===== src/rtl/uart_rx_pkg.sv =====
package uart_rx_pkg;

  typedef enum logic [2:0] {
    ST_HUNT   = 3'd0,
    ST_CENTRE = 3'd1,
    ST_WAIT   = 3'd2,
    ST_SAMPLE = 3'd3,
    ST_STOP   = 3'd4
  } rx_state_t;

  typedef enum logic [1:0] {
    PH_DATA  = 2'd0,
    PH_PAR   = 2'd1,
    PH_STOP1 = 2'd2,
    PH_STOP2 = 2'd3
  } rx_phase_t;

  // data-length code to bit count: 0..3 -> 5..8
  function automatic logic [3:0] len_bits(input logic [1:0] code);
    return 4'd5 + {2'b00, code};
  endfunction

  // 1 when data plus parity bit hold an odd count of ones
  function automatic logic even_par_bad(input logic [7:0] data, input logic pbit);
    return (^data) ^ pbit;
  endfunction

endpackage


===== src/rtl/rx_line_sync.sv =====
module rx_line_sync #(
  parameter int STAGES = 2
) (
  input  logic clk,
  input  logic rst_n,
  input  logic din,
  output logic dout
);
  logic [STAGES-1:0] chain;

  always_ff @(posedge clk) begin
    if (!rst_n) chain <= '1;
    else        chain <= {chain[STAGES-2:0], din};
  end

  assign dout = chain[STAGES-1];
endmodule


===== src/rtl/rx_bit_timer.sv =====
module rx_bit_timer #(
  parameter int TICKS_PER_BIT = 16,
  localparam int CW = $clog2(TICKS_PER_BIT)
) (
  input  logic          clk,
  input  logic          rst_n,
  input  logic          clr,
  input  logic          tick,
  output logic [CW-1:0] count
);
  always_ff @(posedge clk) begin
    if (!rst_n)    count <= '0;
    else if (clr)  count <= '0;
    else if (tick) count <= count + 1'b1;
  end
endmodule


===== src/rtl/rx_capture.sv =====
module rx_capture #(
  parameter int MAX_BITS = 8,
  localparam int IW = $clog2(MAX_BITS)
) (
  input  logic                clk,
  input  logic                rst_n,
  input  logic                clear,
  input  logic                rx_bit,
  input  logic                cap_data,
  input  logic [IW-1:0]       cap_idx,
  input  logic                cap_par,
  input  logic                cap_stop,
  output logic [MAX_BITS-1:0] data,
  output logic                par_bit,
  output logic                stop_low
);
  always_ff @(posedge clk) begin
    if (!rst_n || clear) begin
      data     <= '0;
      par_bit  <= 1'b0;
      stop_low <= 1'b0;
    end else begin
      if (cap_data)            data[cap_idx] <= rx_bit;
      if (cap_par)             par_bit       <= rx_bit;
      if (cap_stop && !rx_bit) stop_low      <= 1'b1;
    end
  end
endmodule


===== src/rtl/rx_fsm.sv =====
module rx_fsm
  import uart_rx_pkg::*;
#(
  parameter int TICKS_PER_BIT = 16,
  parameter int MAX_BITS = 8,
  localparam int CW = $clog2(TICKS_PER_BIT),
  localparam int IW = $clog2(MAX_BITS),
  localparam int HALF = TICKS_PER_BIT / 2
) (
  input  logic          clk,
  input  logic          rst_n,
  input  logic          tick,
  input  logic          rx_bit,
  input  logic [CW-1:0] count,
  input  logic [1:0]    cfg_len,
  input  logic          cfg_par_en,
  input  logic          cfg_two_stop,
  output rx_state_t     state,
  output logic          timer_clr,
  output logic          ev_start,
  output logic          ev_false_start,
  output logic          ev_sample,
  output logic          ev_deliver,
  output logic          cap_data,
  output logic [IW-1:0] cap_idx,
  output logic          cap_par,
  output logic          cap_stop,
  output logic          par_en_q
);
  rx_state_t state_n;
  rx_phase_t phase, phase_n;
  logic [IW-1:0] idx_n;
  logic [3:0] nbits_q;
  logic two_stop_q;
  logic half_done, bit_done;

  assign half_done = tick && (count == CW'(HALF - 1));
  assign bit_done  = tick && (count == CW'(TICKS_PER_BIT - 1));

  always_comb begin
    state_n        = state;
    phase_n        = phase;
    idx_n          = cap_idx;
    timer_clr      = 1'b0;
    ev_start       = 1'b0;
    ev_false_start = 1'b0;
    ev_sample      = 1'b0;
    ev_deliver     = 1'b0;
    cap_data       = 1'b0;
    cap_par        = 1'b0;
    cap_stop       = 1'b0;
    case (state)
      ST_HUNT: begin
        timer_clr = 1'b1;
        if (tick && !rx_bit) begin
          ev_start = 1'b1;
          state_n  = ST_CENTRE;
        end
      end
      ST_CENTRE: begin
        if (half_done) begin
          timer_clr = 1'b1;
          if (rx_bit) begin
            ev_false_start = 1'b1;
            state_n        = ST_HUNT;
          end else begin
            state_n = ST_WAIT;
            phase_n = PH_DATA;
            idx_n   = '0;
          end
        end
      end
      ST_WAIT: begin
        if (bit_done) begin
          timer_clr = 1'b1;
          state_n   = ST_SAMPLE;
        end
      end
      ST_SAMPLE: begin
        ev_sample = 1'b1;
        timer_clr = 1'b1;
        state_n   = ST_WAIT;
        case (phase)
          PH_DATA: begin
            cap_data = 1'b1;
            if ({1'b0, cap_idx} == IW'(nbits_q - 4'd1)) phase_n = par_en_q ? PH_PAR : PH_STOP1;
            else idx_n = cap_idx + 1'b1;
          end
          PH_PAR: begin
            cap_par = 1'b1;
            phase_n = PH_STOP1;
          end
          PH_STOP1: begin
            cap_stop = 1'b1;
            if (two_stop_q) phase_n = PH_STOP2;
            else            state_n = ST_STOP;
          end
          default: begin
            cap_stop = 1'b1;
            state_n  = ST_STOP;
          end
        endcase
      end
      ST_STOP: begin
        ev_deliver = 1'b1;
        timer_clr  = 1'b1;
        state_n    = ST_HUNT;
      end
      default: state_n = ST_HUNT;
    endcase
  end

  always_ff @(posedge clk) begin
    if (!rst_n) begin
      state      <= ST_HUNT;
      phase      <= PH_DATA;
      cap_idx    <= '0;
      nbits_q    <= 4'd8;
      par_en_q   <= 1'b0;
      two_stop_q <= 1'b0;
    end else begin
      state   <= state_n;
      phase   <= phase_n;
      cap_idx <= idx_n;
      if (ev_start) begin
        nbits_q    <= len_bits(cfg_len);
        par_en_q   <= cfg_par_en;
        two_stop_q <= cfg_two_stop;
      end
    end
  end
endmodule


===== src/rtl/uart_rx_core.sv =====
module uart_rx_core
  import uart_rx_pkg::*;
#(
  parameter int TICKS_PER_BIT = 16,
  parameter int MAX_BITS = 8,
  parameter int SYNC_STAGES = 2,
  localparam int CW = $clog2(TICKS_PER_BIT),
  localparam int IW = $clog2(MAX_BITS)
) (
  input  logic                clk,
  input  logic                rst_n,
  input  logic                os_tick,
  input  logic                rxd,
  input  logic [1:0]          cfg_len,
  input  logic                cfg_par_en,
  input  logic                cfg_two_stop,
  output logic [MAX_BITS-1:0] rx_data,
  output logic                rx_valid,
  output logic                rx_frame_err,
  output logic                rx_par_err
);
  logic rx_s;
  logic [CW-1:0] tcount;
  rx_state_t state;
  logic timer_clr, ev_start, ev_false_start, ev_sample, ev_deliver;
  logic cap_data, cap_par, cap_stop, par_en_q;
  logic [IW-1:0] cap_idx;
  logic [MAX_BITS-1:0] cap_word;
  logic par_bit, stop_low;

  rx_line_sync #(.STAGES(SYNC_STAGES)) u_sync (
    .clk(clk), .rst_n(rst_n), .din(rxd), .dout(rx_s)
  );

  rx_bit_timer #(.TICKS_PER_BIT(TICKS_PER_BIT)) u_timer (
    .clk(clk), .rst_n(rst_n), .clr(timer_clr), .tick(os_tick), .count(tcount)
  );

  rx_fsm #(.TICKS_PER_BIT(TICKS_PER_BIT), .MAX_BITS(MAX_BITS)) u_fsm (
    .clk(clk), .rst_n(rst_n), .tick(os_tick), .rx_bit(rx_s), .count(tcount),
    .cfg_len(cfg_len), .cfg_par_en(cfg_par_en), .cfg_two_stop(cfg_two_stop),
    .state(state), .timer_clr(timer_clr), .ev_start(ev_start),
    .ev_false_start(ev_false_start), .ev_sample(ev_sample), .ev_deliver(ev_deliver),
    .cap_data(cap_data), .cap_idx(cap_idx), .cap_par(cap_par), .cap_stop(cap_stop),
    .par_en_q(par_en_q)
  );

  rx_capture #(.MAX_BITS(MAX_BITS)) u_cap (
    .clk(clk), .rst_n(rst_n), .clear(ev_start), .rx_bit(rx_s),
    .cap_data(cap_data), .cap_idx(cap_idx), .cap_par(cap_par), .cap_stop(cap_stop),
    .data(cap_word), .par_bit(par_bit), .stop_low(stop_low)
  );

  always_ff @(posedge clk) begin
    if (!rst_n) begin
      rx_data      <= '0;
      rx_valid     <= 1'b0;
      rx_frame_err <= 1'b0;
      rx_par_err   <= 1'b0;
    end else begin
      rx_valid <= ev_deliver;
      if (ev_deliver) begin
        rx_data      <= cap_word;
        rx_frame_err <= stop_low;
        rx_par_err   <= par_en_q && even_par_bad(cap_word, par_bit);
      end
    end
  end
endmodule


===== config.mk =====
export PLATFORM = sky130hd
export DESIGN_NAME = uart_rx_core
export DESIGN_NICKNAME = d
export VERILOG_FILES = /design/src/rtl/uart_rx_pkg.sv /design/src/rtl/rx_line_sync.sv /design/src/rtl/rx_bit_timer.sv /design/src/rtl/rx_capture.sv /design/src/rtl/rx_fsm.sv /design/src/rtl/uart_rx_core.sv
export SDC_FILE = /design/constraint.sdc
export NUM_CORES = 1
export LEC_CHECK = 0
export BUFFER_PORTS_ARGS = -buffer_cell sky130_fd_sc_hd__buf_2
export CAP_MARGIN = 20
export CORE_UTILIZATION = 50
export CTS_BUF_LIST = sky130_fd_sc_hd__clkbuf_8
export DETAILED_ROUTE_END_ITERATION = 12
export PLACE_DENSITY = 0.75
export SLEW_MARGIN = 20
export SYNTH_ARGS = -nofsm -noshare
export SYNTH_HDL_FRONTEND = slang
export SYNTH_SLANG_ARGS = --single-unit
export TNS_END_PERCENT = 1

===== constraint.sdc =====
create_clock -name clk -period 1.8 [get_ports clk]
set_input_delay 0.36 -clock clk [delete_from_list [all_inputs] [get_ports clk]]
set_output_delay 0.36 -clock clk [all_outputs]
set_load 0.02 [all_outputs]

==> results.sh <==
export IMPL_status="finished clean"
export IMPL_cts_buffers_inserted=5
export IMPL_clock_fmax_mhz=582.1
export IMPL_rsz0062_at_grt="yes"
export IMPL_drc_errors=0
export IMPL_leakage_nw=0.9130
export IMPL_use_met2=0.3190
export IMPL_drt_wl_total_um=3873
export IMPL_min_period_ns=1.718
export IMPL_timing_rr_end="u_fsm.phase[1]"
export IMPL_final_cell_mix="40 x dfxtp_1, 33 x nand2_1, 19 x nor2_1"
export IMPL_setup_ws_ns=0.08203
export IMPL_min_path_cells=2
export IMPL_power_frac_comb=0.044
export IMPL_crit_family="compound AO/OA/AOI/OAI gates"
export IMPL_reg2regPathDepth=6
export IMPL_antenna_left=0
export IMPL_ys_warn_count=0
export IMPL_seqCellArea_um2=800.8
export IMPL_synth_seq_cells=40
export IMPL_fp_dieH_um=65.12
export IMPL_dieArea_mm2=0.004240
export IMPL_ys_flop_type="dfxtp_1"
export IMPL_finalCritPeriodShare=0.9544
export IMPL_seq_area_frac_synth=0.4020
export IMPL_multiInputGateArea_mm2=0.001117
export IMPL_coreArea_mm2=0.003744
export IMPL_hold_violations=0
export IMPL_drive_gt1_frac=0.1673
export IMPL_layout_nets=260
export IMPL_swShare=0.2192
export IMPL_required_ns=2.03
export IMPL_finalInstanceArea_mm2=0.002270
export IMPL_syn_area_mm2=0.001992
export IMPL_grt_usage=0.2015
export IMPL_grt_use_met3=0.04861
export IMPL_path_cells="inv_1 > ha_1 > xor3_1 > o31a_1 > or3b_1 > o22ai_1"
export IMPL_path_clk_slew_ns=0.08
export IMPL_busiest_layer="met2"
export IMPL_drtIter0Drc=48
export IMPL_arrival_ns=1.94
export IMPL_syn_to_final_growth_pct=13.94
export IMPL_avgSynthCellArea_um2=8.973
export IMPL_min_to="u_sync.chain[0]"
export IMPL_insertedDiodeCount=0
export IMPL_vias=1578
export IMPL_h_tree_depth=2
export IMPL_grt_remaining_overflow=0
export IMPL_numPortBuffers=18
export IMPL_dp_slack_ns=0.04623
export IMPL_initial_utilization=0.5321
export IMPL_wl_per_cell_um=13.22
export IMPL_die_w_um=65.12
export IMPL_cts_tree="built"
export IMPL_grt_pass1_vias=1451
export IMPL_clock_sinks=40
export IMPL_drv_slew=0
export IMPL_final_common_cell="dfxtp_1"
export IMPL_row_count=22
export IMPL_ctsHoldBuffers=0
export IMPL_critPathKind="reg -> reg"
export IMPL_worst_setup_path_start_kind="flop"
export IMPL_end_kind="flop"
export IMPL_ff2ff_setup_slack_ns=0.08
export IMPL_p_seq_frac=0.570
export IMPL_hp_start="rxd"
export IMPL_hold_path_class="in -> reg"
export IMPL_power_density_mw_per_mm2=692.5
export IMPL_hpwl_um=2826
export IMPL_fillerInstances=331
export IMPL_finalSetupViolCount=0
export IMPL_rr_startpoint="u_fsm.nbits_q[0]"
export IMPL_viasPerCell=5.386
export IMPL_slowest_stage="or3b_1"
export IMPL_place_congestion=0.8476
export IMPL_syn_num_nets=238
export IMPL_finish_utilization=0.6063
export IMPL_synth_edf_count=0
export IMPL_dr_pass1_iters=4
export IMPL_p_clk_frac=0.387
export IMPL_tightest_slew_ns=0.4413
export IMPL_tns_ns=0
export IMPL_power_internal_mw=1.227
export IMPL_path_buf_inv=1
export IMPL_slew_headroom=0.7027
export IMPL_finalClockSkew_ns=0.006197
export IMPL_place_area_mm2=0.002162
export IMPL_ir_drop_mv=0.5948
export IMPL_p_switching_uw=344.5
export IMPL_clk_latency_ns=0.29
export IMPL_syn_inst=222
export IMPL_met1_usage=0.2617
export IMPL_grt_max_degree=21
export IMPL_finalPower_mw=1.572
export IMPL_antenna_found_initial=0
export IMPL_synth_cell_types=42
export IMPL_cts_setup_buffers=0
export IMPL_async_flop_share=0
export IMPL_path_max_fanout=2
export IMPL_drv_cap=0
export IMPL_clockRootBuffer="clkbuf_8"
export IMPL_crit_path_max_incr_delay_ns=0.38
export IMPL_cts_max_path_buffers=2
export IMPL_io_pins=19
export IMPL_grt_pass1_wl_um=6437
[how the worst max path moves through the flow]
stage / end / slack [ns] / from / cells after the start
floorplan: u_fsm.phase[1] / 0.11 / u_fsm.nbits_q[0] / 6
finish: u_fsm.phase[1] / 0.08 / u_fsm.nbits_q[0] / 6
global route: u_cap.data[4] / -0.04 / u_fsm.phase[0] / 6
detailed placement: u_fsm.phase[1] / 0.05 / u_fsm.nbits_q[0] / 6
CTS: u_fsm.phase[1] / 0.05 / u_fsm.nbits_q[0] / 6
global placement: u_fsm.phase[1] / 0.1 / u_fsm.nbits_q[0] / 6
[repair_timing]
item,in CTS,in global routing
endpoints found under the setup margin,0,8
resized for setup,0,3
hold endpoints to repair,0,0
[per-stage QoR]
stage | cells | hold slack, ns
2_1_floorplan | 222 | 0.3863
3_3_place_gp | 285 | 0.3897
3_5_place_dp | 285 | 0.4042
4_1_cts | 293 | 0.2484
5_1_grt | 293 | 0.2595
6_report | 293 | 0.2511
[cells by family after synthesis]
logic type      after synthesis  share of synthesized area
compound gates               37                     0.1319
xor+xnor                     12                    0.06721
fa+ha+maj                     8                    0.05025
buf+inv                      21                    0.04460
flops                        40                     0.4020
mux                          13                    0.06532
simple gates                 91                     0.2387
[state kept, by name, summed over array words and instances (netlist names), 2 cells and up]
signal         cells
rx_data            8
u_cap.data         8
u_timer.count      4
u_fsm.cap_idx      3
u_fsm.nbits_q      3
u_fsm.state        3
u_fsm.phase        2
u_sync.chain       2
[area by class of cell]
cell class                 instances  share of cell area
clock buffer                       6             0.03638
clock inverter                     2            0.004410
inverter                           7             0.01158
multi-input combinational        161              0.4923
sequential                        40              0.3528
tap                               48             0.02646
timing repair buffer              29             0.07608
[per-layer routing]
layer | vias to the layer above | share of wire
met5 | - | 0
met4 | 0 | 0.014
met3 | 6 | 0.036
met2 | 29 | 0.46
met1 | 728 | 0.49
li1 | 815 | -
[power by group through the flow]
stage                     Clock [mW]  Combinational [mW]  Sequential (mW)
final                          0.608              0.0687            0.896
after global routing           0.662              0.0762            0.896
after CTS                      0.623              0.0694            0.896
after detailed placement           0              0.0693            0.916
after global placement             0              0.0684            0.916
after floorplan                    0              0.0466            0.915
[synth_stat cells (all sizes together), types with 2 or more instances]
master / n / area [um2]
mux2i: 13 / 130.1
nor4b: 3 / 26.28
a211o: 2 / 17.52
nand3: 4 / 20.02
xnor2: 7 / 61.31
nor2b: 5 / 31.28
xor2: 3 / 26.28
nor4: 2 / 27.53
nor2: 19 / 71.32
nand4b: 3 / 26.28
nand4: 2 / 12.51
and3b: 2 / 17.52
nand2: 33 / 123.9
dfxtp: 40 / 800.8
buf: 6 / 32.53
a211oi: 2 / 15.01
o21ai: 6 / 30.03
o31a: 3 / 26.28
o22ai: 2 / 12.51
clkbuf: 8 / 30.03
inv: 7 / 26.28
a21boi: 9 / 67.56
o211a: 2 / 20.02
ha: 8 / 100.1
nand2b: 6 / 37.54
a21oi: 6 / 30.03
and4b: 2 / 20.02
and3: 2 / 12.51
nor3: 4 / 20.02
Power figures use the tool's default switching activity.
